**config.mk**
```make
export PLATFORM = sky130hd
export DESIGN_NAME = adc_host_regs
export DESIGN_NICKNAME = d
export VERILOG_FILES = /design/src/rtl/adc_host_regs_pkg.sv /design/src/rtl/adc_busy_ctrl.sv /design/src/rtl/adc_result_hold.sv /design/src/rtl/adc_reg_decode.sv /design/src/rtl/adc_host_regs.sv
export SDC_FILE = /design/constraint.sdc
export NUM_CORES = 1
export LEC_CHECK = 0
export CAP_MARGIN = 5
export CORE_MARGIN = 2
export CORE_UTILIZATION = 40
export CTS_CLUSTER_DIAMETER = 80
export CTS_CLUSTER_SIZE = 28
export DETAILED_ROUTE_END_ITERATION = 7
export GPL_TIMING_DRIVEN = 0
export PLACE_DENSITY = 0.78
export SLEW_MARGIN = 20
export SYNTH_ARGS = -nofsm -noshare
export SYNTH_HDL_FRONTEND = slang
export SYNTH_HIERARCHICAL = 1
export SYNTH_SLANG_ARGS = --single-unit
```
**constraint.sdc**
```tcl
create_clock -name clk -period 3.7 [get_ports clk]
set_input_delay 0.74 -clock clk [delete_from_list [all_inputs] [get_ports clk]]
set_output_delay 0.74 -clock clk [all_outputs]
set_load 0.05 [all_outputs]
```
**src/rtl/adc_host_regs_pkg.sv**
```systemverilog
// Package: register addresses, fixed values and the packed result word layout
// shared by the host register interface modules.
package adc_host_regs_pkg;
    localparam int          REG_RESULT    = 0;
    localparam int          REG_IDENT     = 1;
    localparam int          REG_CHAN      = 2;
    localparam int          REG_STATUS    = 3;
    localparam logic [7:0]  IDENT_VALUE   = 8'd18;
    localparam int          STAT_IDLE_BIT = 6;
    localparam int          MAG_W         = 12;
    localparam int          WORD_W        = 16;

    // Result word, MSB first: busy, pacing late, overrange (active low), sign, magnitude.
    typedef struct packed {
        logic             busy;
        logic             late;
        logic             ovr_n;
        logic             neg;
        logic [MAG_W-1:0] mag;
    } result_word_t;
endpackage

```
**src/rtl/adc_busy_ctrl.sv**
```systemverilog
// Module: adc_busy_ctrl
// Tracks the busy state and latches the channel number of an accepted request.
// Assumes one host write per cycle, so a soft reset and a channel write never coincide.
// Soft reset has priority over completion, and a request is judged against busy
// as it stands at the start of the cycle.
module adc_busy_ctrl #(
    parameter int CHAN_W = 3
) (
    input  logic              clk,
    input  logic              rst_n,
    input  logic              req_wr,
    input  logic [CHAN_W-1:0] req_chan,
    input  logic              soft_rst,
    input  logic              conv_done,
    output logic              busy,
    output logic              conv_start,
    output logic [CHAN_W-1:0] chan_sel,
    output logic              capture
);
    logic accept;

    // Accept a request only when idle and not in a soft-reset cycle.
    always_comb begin
        accept  = req_wr && !busy && !soft_rst;
        capture = conv_done && busy && !soft_rst;
    end

    // Busy flag, start pulse and channel latch.
    always_ff @(posedge clk) begin
        if (!rst_n) begin
            busy       <= 1'b0;
            conv_start <= 1'b0;
            chan_sel   <= '0;
        end else begin
            conv_start <= accept;
            if (soft_rst) begin
                busy <= 1'b0;
            end else if (capture) begin
                busy <= 1'b0;
            end else if (accept) begin
                busy     <= 1'b1;
                chan_sel <= req_chan;
            end
        end
    end

    // soft reset always leaves the card idle
    p_soft_idle_r3: assert property (@(posedge clk) disable iff (!rst_n)
        soft_rst |=> !busy);
    // busy only rises together with a start pulse
    p_rise_start_r4: assert property (@(posedge clk) disable iff (!rst_n)
        $rose(busy) |-> conv_start);
    // a busy card never issues a start pulse next cycle
    p_no_start_busy_r5: assert property (@(posedge clk) disable iff (!rst_n)
        busy |=> !conv_start);
    // channel latch moves only with a start pulse
    p_chan_hold_r5: assert property (@(posedge clk) disable iff (!rst_n)
        !conv_start |-> $stable(chan_sel));
    // completion while busy frees the card
    p_done_clear_r6: assert property (@(posedge clk) disable iff (!rst_n)
        (busy && conv_done) |=> !busy);
endmodule

```
**src/rtl/adc_result_hold.sv**
```systemverilog
// Module: adc_result_hold
// Holds the fields of the last accepted conversion result.
// Assumes the capture strobe is already qualified by busy and soft reset.
module adc_result_hold
    import adc_host_regs_pkg::*;
(
    input  logic             clk,
    input  logic             rst_n,
    input  logic             capture,
    input  logic             in_late,
    input  logic             in_ovr_n,
    input  logic             in_neg,
    input  logic [MAG_W-1:0] in_mag,
    output logic             late,
    output logic             ovr_n,
    output logic             neg,
    output logic [MAG_W-1:0] mag
);
    // Register the engine outputs on an accepted completion.
    always_ff @(posedge clk) begin
        if (!rst_n) begin
            late  <= 1'b0;
            ovr_n <= 1'b0;
            neg   <= 1'b0;
            mag   <= '0;
        end else if (capture) begin
            late  <= in_late;
            ovr_n <= in_ovr_n;
            neg   <= in_neg;
            mag   <= in_mag;
        end
    end

    // without a capture strobe the held result does not move
    p_hold_r11: assert property (@(posedge clk) disable iff (!rst_n)
        !capture |=> ($stable(mag) && $stable(neg) && $stable(ovr_n) && $stable(late)));
endmodule

```
**src/rtl/adc_reg_decode.sv**
```systemverilog
// Module: adc_reg_decode
// Decodes host strobes by address and drives the registered read port.
// Assumes read data reflects the state before any same-cycle write.
module adc_reg_decode
    import adc_host_regs_pkg::*;
#(
    parameter int ADDR_W = 3
) (
    input  logic              clk,
    input  logic              rst_n,
    input  logic [ADDR_W-1:0] addr,
    input  logic              wr,
    input  logic              rd,
    input  logic              busy,
    input  logic              late,
    input  logic              ovr_n,
    input  logic              neg,
    input  logic [MAG_W-1:0]  mag,
    output logic              req_wr,
    output logic              soft_rst,
    output logic [WORD_W-1:0] rdata,
    output logic              rvalid,
    output logic              prom_clr
);
    localparam logic [ADDR_W-1:0] A_RESULT = ADDR_W'(REG_RESULT);
    localparam logic [ADDR_W-1:0] A_IDENT  = ADDR_W'(REG_IDENT);
    localparam logic [ADDR_W-1:0] A_CHAN   = ADDR_W'(REG_CHAN);
    localparam logic [ADDR_W-1:0] A_STATUS = ADDR_W'(REG_STATUS);

    result_word_t       word;
    logic [WORD_W-1:0]  status;
    logic [WORD_W-1:0]  rmux;

    // Write strobe decode.
    always_comb begin
        req_wr   = wr && (addr == A_CHAN);
        soft_rst = wr && (addr == A_IDENT);
    end

    // Read source selection; undefined addresses give zero.
    always_comb begin
        word                 = '{busy: busy, late: late, ovr_n: ovr_n, neg: neg, mag: mag};
        status               = '0;
        status[STAT_IDLE_BIT] = ~busy;
        case (addr)
            A_RESULT: rmux = word;
            A_IDENT:  rmux = {{(WORD_W-8){1'b0}}, IDENT_VALUE};
            A_STATUS: rmux = status;
            default:  rmux = '0;
        endcase
    end

    // Registered read data, valid flag and sequence counter clear pulse.
    always_ff @(posedge clk) begin
        if (!rst_n) begin
            rdata    <= '0;
            rvalid   <= 1'b0;
            prom_clr <= 1'b0;
        end else begin
            rvalid   <= rd;
            prom_clr <= soft_rst;
            if (rd) rdata <= rmux;
        end
    end

    // identification register reads back 18
    p_ident_r2: assert property (@(posedge clk) disable iff (!rst_n)
        (rd && addr == A_IDENT) |=> (rdata == 16'h0012 && rvalid));
    // status idle bit mirrors the inverse of busy
    p_status_r8: assert property (@(posedge clk) disable iff (!rst_n)
        (rd && addr == A_STATUS) |=> (rdata[STAT_IDLE_BIT] == !$past(busy)
            && $countones(rdata) <= 1));
    // undefined addresses read zero
    p_undef_zero_r9: assert property (@(posedge clk) disable iff (!rst_n)
        (rd && addr > A_STATUS) |=> (rdata == '0));
    // soft reset write yields the clear pulse
    p_prom_pulse_r3: assert property (@(posedge clk) disable iff (!rst_n)
        (wr && addr == A_IDENT) |=> prom_clr);
endmodule

```
**src/rtl/adc_host_regs.sv**
```systemverilog
// Module: adc_host_regs (top)
// Host register interface of an analog input card: identification/soft reset,
// channel request with busy interlock, status, and the packed result word.
// Assumes single-cycle host strobes and a conversion engine that raises
// conv_done for one cycle with its result fields valid in that cycle.
module adc_host_regs
    import adc_host_regs_pkg::*;
#(
    parameter int ADDR_W = 3,
    parameter int CHAN_W = 3
) (
    input  logic              clk,
    input  logic              rst_n,
    input  logic [ADDR_W-1:0] host_addr,
    input  logic              host_wr,
    input  logic [CHAN_W-1:0] host_wdata,
    input  logic              host_rd,
    output logic [WORD_W-1:0] host_rdata,
    output logic              host_rvalid,
    input  logic              conv_done,
    input  logic              conv_late,
    input  logic              conv_ovr_n,
    input  logic              conv_neg,
    input  logic [MAG_W-1:0]  conv_mag,
    output logic              conv_start,
    output logic [CHAN_W-1:0] chan_sel,
    output logic              busy,
    output logic              prom_clr
);
    logic             req_wr;
    logic             soft_rst;
    logic             capture;
    logic             r_late;
    logic             r_ovr_n;
    logic             r_neg;
    logic [MAG_W-1:0] r_mag;

    adc_reg_decode #(.ADDR_W(ADDR_W)) u_decode (
        .clk      (clk),
        .rst_n    (rst_n),
        .addr     (host_addr),
        .wr       (host_wr),
        .rd       (host_rd),
        .busy     (busy),
        .late     (r_late),
        .ovr_n    (r_ovr_n),
        .neg      (r_neg),
        .mag      (r_mag),
        .req_wr   (req_wr),
        .soft_rst (soft_rst),
        .rdata    (host_rdata),
        .rvalid   (host_rvalid),
        .prom_clr (prom_clr)
    );

    adc_busy_ctrl #(.CHAN_W(CHAN_W)) u_busy (
        .clk        (clk),
        .rst_n      (rst_n),
        .req_wr     (req_wr),
        .req_chan   (host_wdata),
        .soft_rst   (soft_rst),
        .conv_done  (conv_done),
        .busy       (busy),
        .conv_start (conv_start),
        .chan_sel   (chan_sel),
        .capture    (capture)
    );

    adc_result_hold u_result (
        .clk      (clk),
        .rst_n    (rst_n),
        .capture  (capture),
        .in_late  (conv_late),
        .in_ovr_n (conv_ovr_n),
        .in_neg   (conv_neg),
        .in_mag   (conv_mag),
        .late     (r_late),
        .ovr_n    (r_ovr_n),
        .neg      (r_neg),
        .mag      (r_mag)
    );

    // a channel write meeting completion never starts a conversion
    p_collide_r12: assert property (@(posedge clk) disable iff (!rst_n)
        (busy && conv_done && host_wr && host_addr == ADDR_W'(REG_CHAN)) |=> (!conv_start && !busy));
    // soft reset meeting completion leaves the card idle
    p_soft_done_r10: assert property (@(posedge clk) disable iff (!rst_n)
        (conv_done && host_wr && host_addr == ADDR_W'(REG_IDENT)) |=> !busy);
endmodule

```
==> run metrics <==
total CTS buffers 5; DRC violations left 0; Netlist Area Pre-Place 1540 sq um; startpoint types register; Simple-Gate Fraction of Synth Area 27.6%; Worst IR Drop VDD 224 uV; RSZ-0062 raised after global routing false; Skew-Pair Late Insertion Delay 0.29 ns; HP Class reg2reg; Setup TNS 0 ns; DP HPWL 2420 um; Tcrit/Tclk final 64.0%; Post-DRT Antenna Nets 0; post-synth top area share 49.4%; CP endpoint kind output pin; CTS max path bufs 2; commonest non-fill, non-tap cell in the layout clkdlybuf4s50_1; Yosys cell types 22; max reg flops 16; power density over the cells 362 nW/um^2; Iter 0 DRT Violations 11; GRT Overall Usage 16.0%; min-delay src u_busy/chan_sel[1]$_SDFFE_PN0P_; pin count of the biggest net entering global routing 15; switching fraction of total power 22.8%; Core Rows 22; syn_nets 175; wire per inst 12.8 um; crit-path max FO 7; CP Data Required Time 2.96 ns; first-pass GRT wire length 5260 um; Die W 66.0 um; Starting Density 41.7%; fmax 0.422 GHz; status complete, no violations; share of cells above drive strength 1 6.83%; vias in the first global route 1116; Non-Filler Instances 253; Gates resized, CTS repair 0; xor/xnor share of the synthesized area 0%; Worst Path Class, Setup reg2out; synth-to-layout area growth 41.3%; commonest non-fill, non-tap cells in the layout clkdlybuf4s50_1, nor2b_1, dfxtp_1, mux2i_1, a21oi_1; main combinational cell family by area after synthesis simple AND/OR/NAND/NOR gates; Rel. slew slack 65.9%; Cell Int Power 0.000607 W; initial antenna violation count 0; r2r startpoint u_busy/busy$_SDFFE_PP0P_; Yosys warning total 6; # IOs 49; synthesized-area fraction occupied by adder cells 0%; Yosys top cell by area dfxtp_1; Crit path buffers/inverters 1; maxcap violations 0; drt first pass iters 4; worst setup path startpoint u_busy/busy$_SDFFE_PP0P_; Inst Count DP 245; Antenna diodes 0; Crit-path slowest cell clkdlybuf4s50_1; Final nets 230; cells after synthesis 149; # fillers 331; Tmin final 2.37 ns; H-tree depth 2; Area contributors post-synth dfxtp_1, nor2b_1, mux2i_1; Largest Register u_decode/rdata; clock tree sinks 38; die area 4360 sq um; hold path depth 2; total wire length 3230 um; Largest regs u_decode/rdata x16, u_result/mag x12, u_busy/chan_sel x3; Clk pwr share 36.9%; syn_area_per_cell 10.3 sq um; post-synthesis register bit count 38; critical path arrival 1.63 ns; final setup fails 0; Via density 4.64; CTS tree done; cts hold-fix bufs 0; sequential area share after synthesis 49.4%; slew of the pin with the lowest slew margin 0.510 ns; CTS Root Cell clkbuf_8; max-slew violation count 0; Vias 1174; setup bufs post-CTS 0; worst-path cell chain clkdlybuf4s50_1; chip height 66.0 um; Crit path largest cell delay 0.86 ns; Logic pwr share 10.1%; Congestion Overflow GR 0; Buffers on Ports 48; Final GP Congestion 0.789; skew final 0.00762 ns; NetSw 0.000179 W; CP top delay family buffers and inverters; Sequential Power Share 53.0%; mux cell area share after synthesis 11.7%; Compound-Gate Fraction of Synth Area 7.07%; final hold vios 0; leakage 0.724 nW; clk slew on worst S/H paths 0.07 ns; Worst path depth 1; Worst Reg-to-Reg Cells 6; Core Area 3690 sq um
-- Yosys cell counts --
| master | number |
|---|---|
| nand3b_1 | 2 |
| nand2_1 | 8 |
| and4bb_2 | 1 |
| buf_12 | 1 |
| inv_1 | 1 |
| nor2_1 | 4 |
| a2bb2oi_1 | 1 |
| buf_6 | 2 |
| nor2b_1 | 41 |
| nor4b_1 | 2 |
| clkbuf_1 | 5 |
| nor4b_4 | 1 |
| a21oi_1 | 13 |
| o211ai_1 | 2 |
| nor4bb_1 | 1 |
| nor3b_4 | 1 |
| and2_1 | 2 |
| nand2b_1 | 2 |
| o21ai_0 | 1 |
| mux2i_1 | 18 |
| dfxtp_1 | 38 |
| a21boi_0 | 2 |
-- layout make-up --
class	instances	area, sq um	share of cell area [%]
clock inverters	2	12.5	0.575
multi-input cells	102	713	32.8
inverters	1	3.75	0.173
repair buffers	48	480	22.1
flip-flops and latches	38	761	35.0
plain buffers	8	61.3	2.82
well taps	48	60.1	2.76
clock buffers	6	82.6	3.80
-- power by group through the flow --
| stage | combinational [W] | sequential (W) | clock, W |
|---|---|---|---|
| finish | 0.0000795 | 0.000417 | 0.000290 |
| global route | 0.0000850 | 0.000417 | 0.000317 |
| CTS | 0.0000805 | 0.000417 | 0.000300 |
| detailed placement | 0.0000803 | 0.000426 | 0 |
| global placement | 0.0000790 | 0.000426 | 0 |
| floorplan | 0.0000268 | 0.000436 | 0 |
-- final timing paths --
kind	slack, ns	to
setup reg to reg	2.28	u_result/mag[8]$_SDFFE_PN0P_
hold / removal	0.47	u_busy/chan_sel[1]$_SDFFE_PN0P_
hold reg to reg	0.47	u_busy/chan_sel[1]$_SDFFE_PN0P_
setup / recovery	1.33	busy
-- layer usage --
layer	GRT usage [%]	vias to the layer above	part of all wire (%)
li1	-	605	-
met1	19.0	534	45
met2	27.4	32	48
met3	5.11	3	6.3
met4	5.36	0	0.93
met5	0	-	0
-- through the flow --
stage                     worst slack (ns)  area [sq um]  util (%)  hold slack, ns  total power (W)
final                                 1.33          2170      59.0           0.466         0.000786
after global routing                  1.27          2170      59.0           0.495         0.000819
after CTS                             1.31          2170      59.0           0.474         0.000798
after detailed placement              1.19          2080      56.4           0.453         0.000506
after global placement                1.23          2080      56.4           0.448         0.000505
after floorplan                       1.95          1540         -           0.476         0.000463
-- cell families after synthesis --
kind of cell           count (synthesis)
and+or+nand+nor                       65
DFF                                   38
AOI/OAI and AO/OA                     19
muxes                                 18
buffers and inverters                  9
No activity file was read; power rests on OpenSTA's default activity.
